## src/rtl/scs_pkg.sv

```systemverilog
package scs_pkg;
  typedef enum logic [2:0] {ST_IDLE, ST_STOP, ST_ACT, ST_ON, ST_DEACT} st_e;
  typedef enum logic [1:0] {VC_OFF = 2'b00, VC_1V8 = 2'b01, VC_3V0 = 2'b10, VC_5V0 = 2'b11} vcode_e;

  localparam int unsigned PH_W = 4;
  // event points in half-T units from the start of a sequence
  localparam int unsigned PH_RAMP    = 3;
  localparam int unsigned PH_IO      = 8;
  localparam int unsigned PH_END     = 14;
  localparam int unsigned PH_CLK_OFF = 1;
  localparam int unsigned PH_IO_OFF  = 2;
  localparam int unsigned PH_VCC_OFF = 6;
endpackage

```

## src/rtl/scs_timebase.sv

```systemverilog
module scs_timebase import scs_pkg::*; #(
  parameter int unsigned OSC_PER_T = 64
) (
  input  logic            clk_i,
  input  logic            rst_ni,
  input  logic            clr_i,
  output logic            tick_o,
  output logic [PH_W-1:0] half_o
);
  localparam int unsigned HALF  = OSC_PER_T / 2;
  localparam int unsigned DIV_W = (HALF > 1) ? $clog2(HALF) : 1;

  logic [DIV_W-1:0] div_q;
  logic [PH_W-1:0]  half_q;

  assign tick_o = (div_q == DIV_W'(HALF - 1));
  assign half_o = half_q;

  always_ff @(posedge clk_i or negedge rst_ni) begin
    if (!rst_ni) begin
      div_q  <= '0;
      half_q <= '0;
    end else if (clr_i) begin
      div_q  <= '0;
      half_q <= '0;
    end else if (tick_o) begin
      div_q <= '0;
      if (half_q != '1) half_q <= half_q + 1'b1;
    end else begin
      div_q <= div_q + 1'b1;
    end
  end
endmodule

```

## src/rtl/scs_vsel.sv

```systemverilog
module scs_vsel import scs_pkg::*; (
  input  logic   sel_18_i,
  input  logic   sel_5_i,
  output vcode_e code_o
);
  always_comb begin
    if (sel_18_i)     code_o = VC_1V8;
    else if (sel_5_i) code_o = VC_5V0;
    else              code_o = VC_3V0;
  end
endmodule

```

## src/rtl/scs_outs.sv

```systemverilog
module scs_outs import scs_pkg::*; (
  input  st_e             state_i,
  input  logic [PH_W-1:0] half_i,
  input  logic            clk_go_i,
  input  logic            vcc_on_i,
  input  logic            io_on_i,
  input  logic            clk_on_i,
  input  logic            rst_in_i,
  output logic            osc_fast_o,
  output logic            vcc_en_o,
  output logic            io_en_o,
  output logic            clk_en_o,
  output logic            rst_o
);
  always_comb begin
    osc_fast_o = 1'b0;
    vcc_en_o   = 1'b0;
    io_en_o    = 1'b0;
    clk_en_o   = 1'b0;
    rst_o      = 1'b0;
    unique case (state_i)
      ST_ACT: begin
        osc_fast_o = 1'b1;
        vcc_en_o   = half_i >= PH_W'(PH_RAMP);
        io_en_o    = half_i >= PH_W'(PH_IO);
        clk_en_o   = (half_i >= PH_W'(PH_IO)) && clk_go_i;
      end
      ST_ON: begin
        osc_fast_o = 1'b1;
        vcc_en_o   = 1'b1;
        io_en_o    = 1'b1;
        clk_en_o   = 1'b1;
        rst_o      = rst_in_i;
      end
      ST_DEACT: begin
        osc_fast_o = 1'b1;
        vcc_en_o   = vcc_on_i && (half_i < PH_W'(PH_VCC_OFF));
        io_en_o    = io_on_i  && (half_i < PH_W'(PH_IO_OFF));
        clk_en_o   = clk_on_i && (half_i < PH_W'(PH_CLK_OFF));
      end
      default: ;
    endcase
  end
endmodule

```

## src/rtl/scs_sequencer.sv

```systemverilog
module scs_sequencer import scs_pkg::*; #(
  parameter int unsigned OSC_PER_T = 64
) (
  input  logic       clk_i,
  input  logic       rst_ni,
  input  logic       cmd_n_i,
  input  logic       rst_in_i,
  input  logic       sel_18_i,
  input  logic       sel_5_i,
  input  logic       present_i,
  input  logic       ovc_i,
  input  logic       otemp_i,
  input  logic       uv_i,
  input  logic       vcc_ok_i,
  output logic       osc_fast_o,
  output logic       vcc_en_o,
  output logic [1:0] vsel_o,
  output logic       io_en_o,
  output logic       clk_en_o,
  output logic       rst_o,
  output logic       off_n_o,
  output logic       stop_o
);
  st_e             state_q, state_d;
  logic [PH_W-1:0] half;
  logic            tick, tb_clr;
  logic            fault_q, clk_go_q, vcc_on_q, io_on_q, clk_on_q;
  vcode_e          vsel_q, vsel_new;
  logic            in_session, supply_need, fault_now, start_ok, stop_req;

  scs_timebase #(.OSC_PER_T(OSC_PER_T)) u_tb (
    .clk_i  (clk_i),
    .rst_ni (rst_ni),
    .clr_i  (tb_clr),
    .tick_o (tick),
    .half_o (half)
  );

  scs_vsel u_vsel (
    .sel_18_i (sel_18_i),
    .sel_5_i  (sel_5_i),
    .code_o   (vsel_new)
  );

  scs_outs u_outs (
    .state_i    (state_q),
    .half_i     (half),
    .clk_go_i   (clk_go_q),
    .vcc_on_i   (vcc_on_q),
    .io_on_i    (io_on_q),
    .clk_on_i   (clk_on_q),
    .rst_in_i   (rst_in_i),
    .osc_fast_o (osc_fast_o),
    .vcc_en_o   (vcc_en_o),
    .io_en_o    (io_en_o),
    .clk_en_o   (clk_en_o),
    .rst_o      (rst_o)
  );

  assign in_session  = (state_q == ST_ACT) || (state_q == ST_ON);
  assign supply_need = (state_q == ST_ON) || ((state_q == ST_ACT) && (half >= PH_W'(PH_IO)));
  assign fault_now   = ovc_i || otemp_i || uv_i || !present_i || (supply_need && !vcc_ok_i);
  assign start_ok    = !cmd_n_i && !fault_q && !uv_i && present_i;
  assign stop_req    = cmd_n_i && sel_18_i && sel_5_i;

  always_comb begin
    state_d = state_q;
    unique case (state_q)
      ST_IDLE:  if (start_ok) state_d = ST_ACT;
                else if (stop_req) state_d = ST_STOP;
      ST_STOP:  if (!stop_req) state_d = ST_IDLE;
      ST_ACT:   if (fault_now || cmd_n_i) state_d = ST_DEACT;
                else if (tick && half == PH_W'(PH_END - 1)) state_d = ST_ON;
      ST_ON:    if (fault_now || cmd_n_i) state_d = ST_DEACT;
      ST_DEACT: if (half >= PH_W'(PH_VCC_OFF) && !vcc_ok_i) state_d = ST_IDLE;
      default:  state_d = ST_IDLE;
    endcase
  end

  assign tb_clr = (state_d != state_q) && ((state_d == ST_ACT) || (state_d == ST_DEACT));

  always_ff @(posedge clk_i or negedge rst_ni) begin
    if (!rst_ni) begin
      state_q  <= ST_IDLE;
      fault_q  <= 1'b0;
      clk_go_q <= 1'b0;
      vsel_q   <= VC_OFF;
      vcc_on_q <= 1'b0;
      io_on_q  <= 1'b0;
      clk_on_q <= 1'b0;
    end else begin
      state_q <= state_d;
      if (in_session && fault_now)             fault_q <= 1'b1;
      else if (state_q == ST_IDLE && cmd_n_i)  fault_q <= 1'b0;
      if (state_q == ST_IDLE && state_d == ST_ACT) begin
        clk_go_q <= !rst_in_i;
        vsel_q   <= vsel_new;
      end else if (state_q == ST_ACT) begin
        clk_go_q <= clk_go_q || !rst_in_i;
      end
      if (state_q == ST_DEACT && state_d == ST_IDLE) vsel_q <= VC_OFF;
      // snapshot of what was on when a power-down begins
      if (state_q != ST_DEACT) begin
        vcc_on_q <= vcc_en_o;
        io_on_q  <= io_en_o;
        clk_on_q <= clk_en_o;
      end
    end
  end

  assign vsel_o  = vsel_q;
  assign off_n_o = !fault_q && present_i;
  assign stop_o  = (state_q == ST_STOP);
endmodule

```

## config.mk

```make
export PLATFORM = sky130hd
export DESIGN_NAME = scs_sequencer
export DESIGN_NICKNAME = d
export VERILOG_FILES = /design/src/rtl/scs_pkg.sv /design/src/rtl/scs_timebase.sv /design/src/rtl/scs_vsel.sv /design/src/rtl/scs_outs.sv /design/src/rtl/scs_sequencer.sv
export SDC_FILE = /design/constraint.sdc
export NUM_CORES = 1
export LEC_CHECK = 0
export ABC_CLOCK_PERIOD_IN_PS = 1900
export BUFFER_PORTS_ARGS = -buffer_cell sky130_fd_sc_hd__buf_2
export CAP_MARGIN = 0
export CORE_ASPECT_RATIO = 0.6
export CORE_MARGIN = 3
export CORE_UTILIZATION = 49
export CTS_CLUSTER_DIAMETER = 150
export CTS_CLUSTER_SIZE = 8
export DETAILED_ROUTE_END_ITERATION = 8
export PLACE_DENSITY = 0.74
export SYNTH_ARGS = -nofsm -noshare
export SYNTH_HDL_FRONTEND = slang
export SYNTH_SLANG_ARGS = --single-unit
```

## constraint.sdc

```tcl
create_clock -name clk_i -period 1.9 [get_ports clk_i]
set_clock_uncertainty 0.2 [all_clocks]
set_input_delay 0.38 -clock clk_i [delete_from_list [all_inputs] [get_ports clk_i]]
set_output_delay 0.38 -clock clk_i [all_outputs]
set_load 0.01 [all_outputs]
```

==> reports/metrics.csv <==
stage,metric,value,unit
clock_network,h-tree-depth,1,
clock_network,clock-sinks,19,
cells_and_area,finalNonFillerCells,182,
placement,place_area,1330,µm²
global_routing,busiest_layer,met2,
power_and_ir_drop,swShare,0.341,
floorplan,die_h,43.0,µm
clock_network,clk_path_buf_depth,2,
clock_network,cts_buffers,3,
drt,wl_per_cell,17.0,µm
synth,yosysWarnings,0,
power_and_ir_drop,p_sw,531,µW
global_routing,grt-ovfl-total,0,
cells_and_area,multiInputGateArea,674,µm²
floorplan,dieArea,2900,µm²
global_routing,antenna_found_initial,0,
clock_network,cts_tree,done,
drt,avgViaCountPerCell,5.80,
synth,syn_area_per_cell,10.3,µm²
synth,synth_area_leader_cell,dfrtp_1,
cells_and_area,nets,171,
sta,hold_viol_final,0,
global_routing,grt_max_degree,20,
power_and_ir_drop,comb_power_share,0.426,
sta,finalMaxSlewViolations,0,
synth,synth_cells,108,
synth,synth_top_cell_area_share,0.426,
global_routing,grt_pass1_wl,4930,µm
power_and_ir_drop,powerDensity,999,nW/µm²
sta,setup_violations,5,
power_and_ir_drop,ir_worst_vdd,0.643,mV
critical_path,crit_buf_inv,9,
run,maxCapViolCount,0,
placement,hpwl,2100,µm
critical_path,required,1.91,ns
synth,ys_seq_area_frac,0.426,
power_and_ir_drop,seqPwrFrac,0.392,
placement,portBuffers,19,
drt,antenna_left,0,
outcome,violations,negative setup slack,
cells_and_area,finalInstanceArea,1560,µm²
floorplan,io_pins,20,
critical_path,cp_num_cells,11,
global_routing,grt_pass1_vias,944,
cells_and_area,fillers,130,
floorplan,die_w,67.6,µm
global_routing,grtUsageMet1,0.338,
floorplan,start_util,0.559,
critical_path,cpMostUsedCell,buf_4,
drt,firstDrtPassIters,4,
synth,synthTopCellsByArea,"dfrtp_1, ha_1, o21ai_0",
power_and_ir_drop,p_leak,0.755,nW
sta,period_share,1.09,
sta,layout_setup_ws,-0.169,ns
critical_path,critical_path.slowest_cell,dfrtp_2,
synth,synth_area,1120,µm²
synth,ys_ff_latch,19,
drt,drt_iter0_drc,87,
floorplan,rows,12,
sta,rsz0062_at_grt,true,
placement,place_congestion,0.861,
critical_path,worst-path-max-fanout,7,
drt,wl,3090,µm
cells_and_area,layout-drive-gt1-share,0.481,
cells_and_area,area_growth,39.9,%
sta,tightest_slew,0.434,ns
cells_and_area,diodes,0,
critical_path,cp.arrival,2.08,ns
outcome,status,"finished, violations left",
cells_and_area,final_cell_mix,"buf_4, buf_2, dfrtp_1, nand2_1",
global_routing,grt_use_total,0.232,
power_and_ir_drop,internal-power,1.03,mW
critical_path,rrSetupSlack,-0.17,ns
placement,placed_cells,164,
floorplan,coreArea,2000,µm²
synth,synthFlopType,dfrtp_1,
global_routing,use_met2,0.352,
power_and_ir_drop,pwr-share-clk,0.182,
critical_path,r2r_end,vcc_on_q$_DFFE_PN0N_,
critical_path,timing.rr.start,state_q[0]$_DFF_PN0_,
sta,relSlewSlack,0.711,
critical_path,critical_path.startpoint,state_q[0]$_DFF_PN0_,
clock_network,worstSkewPairLatency,0.26,ns
critical_path,end_kind,flop,
sta,fin_crit,2.07,ns
sta,max_freq,0.483,GHz
critical_path,critical_path_class,flop to flop,
cells_and_area,final_util,0.782,
critical_path,crit_path_cell_trace,nor3b_4 > buf_4 > a2bb2oi_2 > buf_4 > buf_4 > buf_4 > buf_4 > buf_4 > buf_4 > buf_4 > inv_1,
critical_path,reg2reg_depth,11,
clock_network,path_clk_slew,0.07,ns
drt,vias,1055,
critical_path,path_delay_family,buffers and inverters,
cells_and_area,register_area,477,µm²
critical_path,max_stage_delay,0.48,ns
cells_and_area,final_common_cell,buf_4,
critical_path,startpoint_type,flop,
global_routing,grt_use_met3,0.0582,
drt,drc_errors,0,
synth,ys_types,42,
synth,async_flop_share,1.00,
critical_path,endpoint,vcc_on_q$_DFFE_PN0N_,
synth,synth_nets,124,
synth,synth-edff-count,0,
clock_network,root_buffer,clkbuf_8,
worst_hold_path,hold_path_class,primary input to flop,
## worst reg2reg max path, stage by stage, from the launching register on
cell,delay (ns)
dfrtp_2,0.48
nor3b_4,0.21
buf_4,0.16
a2bb2oi_2,0.06
buf_4,0.13
buf_4,0.12
buf_4,0.12
buf_4,0.12
buf_4,0.12
buf_4,0.12
buf_4,0.12
inv_1,0.04
## cell usage after synthesis (2+ instances only)
master and n:
nor3_1 3, nor4_1 2, nand2b_1 3, nand3_1 4, inv_1 4, and2_1 2
o21ai_0 6, nor2b_1 2, ha_1 5, and3_1 3, nand4_1 3, nand2_1 7
a21oi_1 4, buf_2 3, a211oi_1 4, dfrtp_1 19, a2bb2oi_1 2, nor4_2 2
nor2_1 7
## final cells by class
cell class	count	share of cell area
clock buffers	4	0.0288
well taps	28	0.0224
inverters	4	0.00962
flip-flops and latches	19	0.305
repair buffers	47	0.202
multi-input cells	80	0.432
## per-stage QoR
stage          hold slack [ns]  total power, mW  setup TNS [ns]  setup WS, ns
6_report                0.0838             1.56          -0.669        -0.169
5_1_grt                 0.0826             1.67           -1.15        -0.280
4_1_cts                 0.0844             1.48          -0.526        -0.153
3_5_place_dp             0.145             1.16         -0.0340       -0.0340
3_3_place_gp             0.140             1.13               0        0.0575
2_1_floorplan           -0.116            0.933               0        0.0423
## per-layer routing
metal  vias up  wire length [µm]
met5         -                 0
met4         0                18
met3         3               211
met2        52              1500
met1       509              1370
li1        491                 -
## what timing repair did
action                     in CTS  in global routing
hold buffers                    1                  0
setup buffers                   9                  4
cloned                          0                  0
setup endpoints to repair       5                 15
resized for setup               9                 11
pin swaps                       9                  2
hold endpoints to repair       19                  0
## power groups by stage
| stage | Combinational [mW] | Sequential [mW] | Clock, mW |
|---|---|---|---|
| 2_1_floorplan | 0.328 | 0.605 | 0 |
| 3_3_place_gp | 0.534 | 0.594 | 0 |
| 3_5_place_dp | 0.559 | 0.601 | 0 |
| 4_1_cts | 0.592 | 0.600 | 0.286 |
| 5_1_grt | 0.727 | 0.628 | 0.311 |
| 6_report | 0.664 | 0.612 | 0.284 |
## sequential cells by signal, summed over array words and instances (netlist names)
signal	count
clk_on_q	1
u_tb.div_q	5
state_q	3
fault_q	1
clk_go_q	1
io_on_q	1
vsel_o	2
u_tb.half_o	4
vcc_on_q	1
## cells by family after synthesis
family,count (synthesis),synth area share
xor+xnor,2,0.0157
fa+ha+maj,5,0.0561
flops,19,0.426
buf+inv,9,0.0370
compound gates,25,0.176
mux,1,0.00897
simple gates,47,0.280
## worst min path at each step
| stage | end | start | cells past startpoint | slack, ns |
|---|---|---|---|---|
| floorplan | clk_go_q$_DFFE_PN0P_ | rst_ni | 0 | -0.12 |
| global placement | clk_on_q$_DFFE_PN0N_ | rst_ni | 1 | 0.14 |
| detailed placement | clk_go_q$_DFFE_PN0P_ | rst_ni | 1 | 0.14 |
| CTS | clk_go_q$_DFFE_PN0P_ | rst_in_i | 2 | 0.08 |
| global route | clk_go_q$_DFFE_PN0P_ | rst_in_i | 2 | 0.08 |
| finish | clk_go_q$_DFFE_PN0P_ | rst_in_i | 2 | 0.08 |
Power figures use the tool's default switching activity.
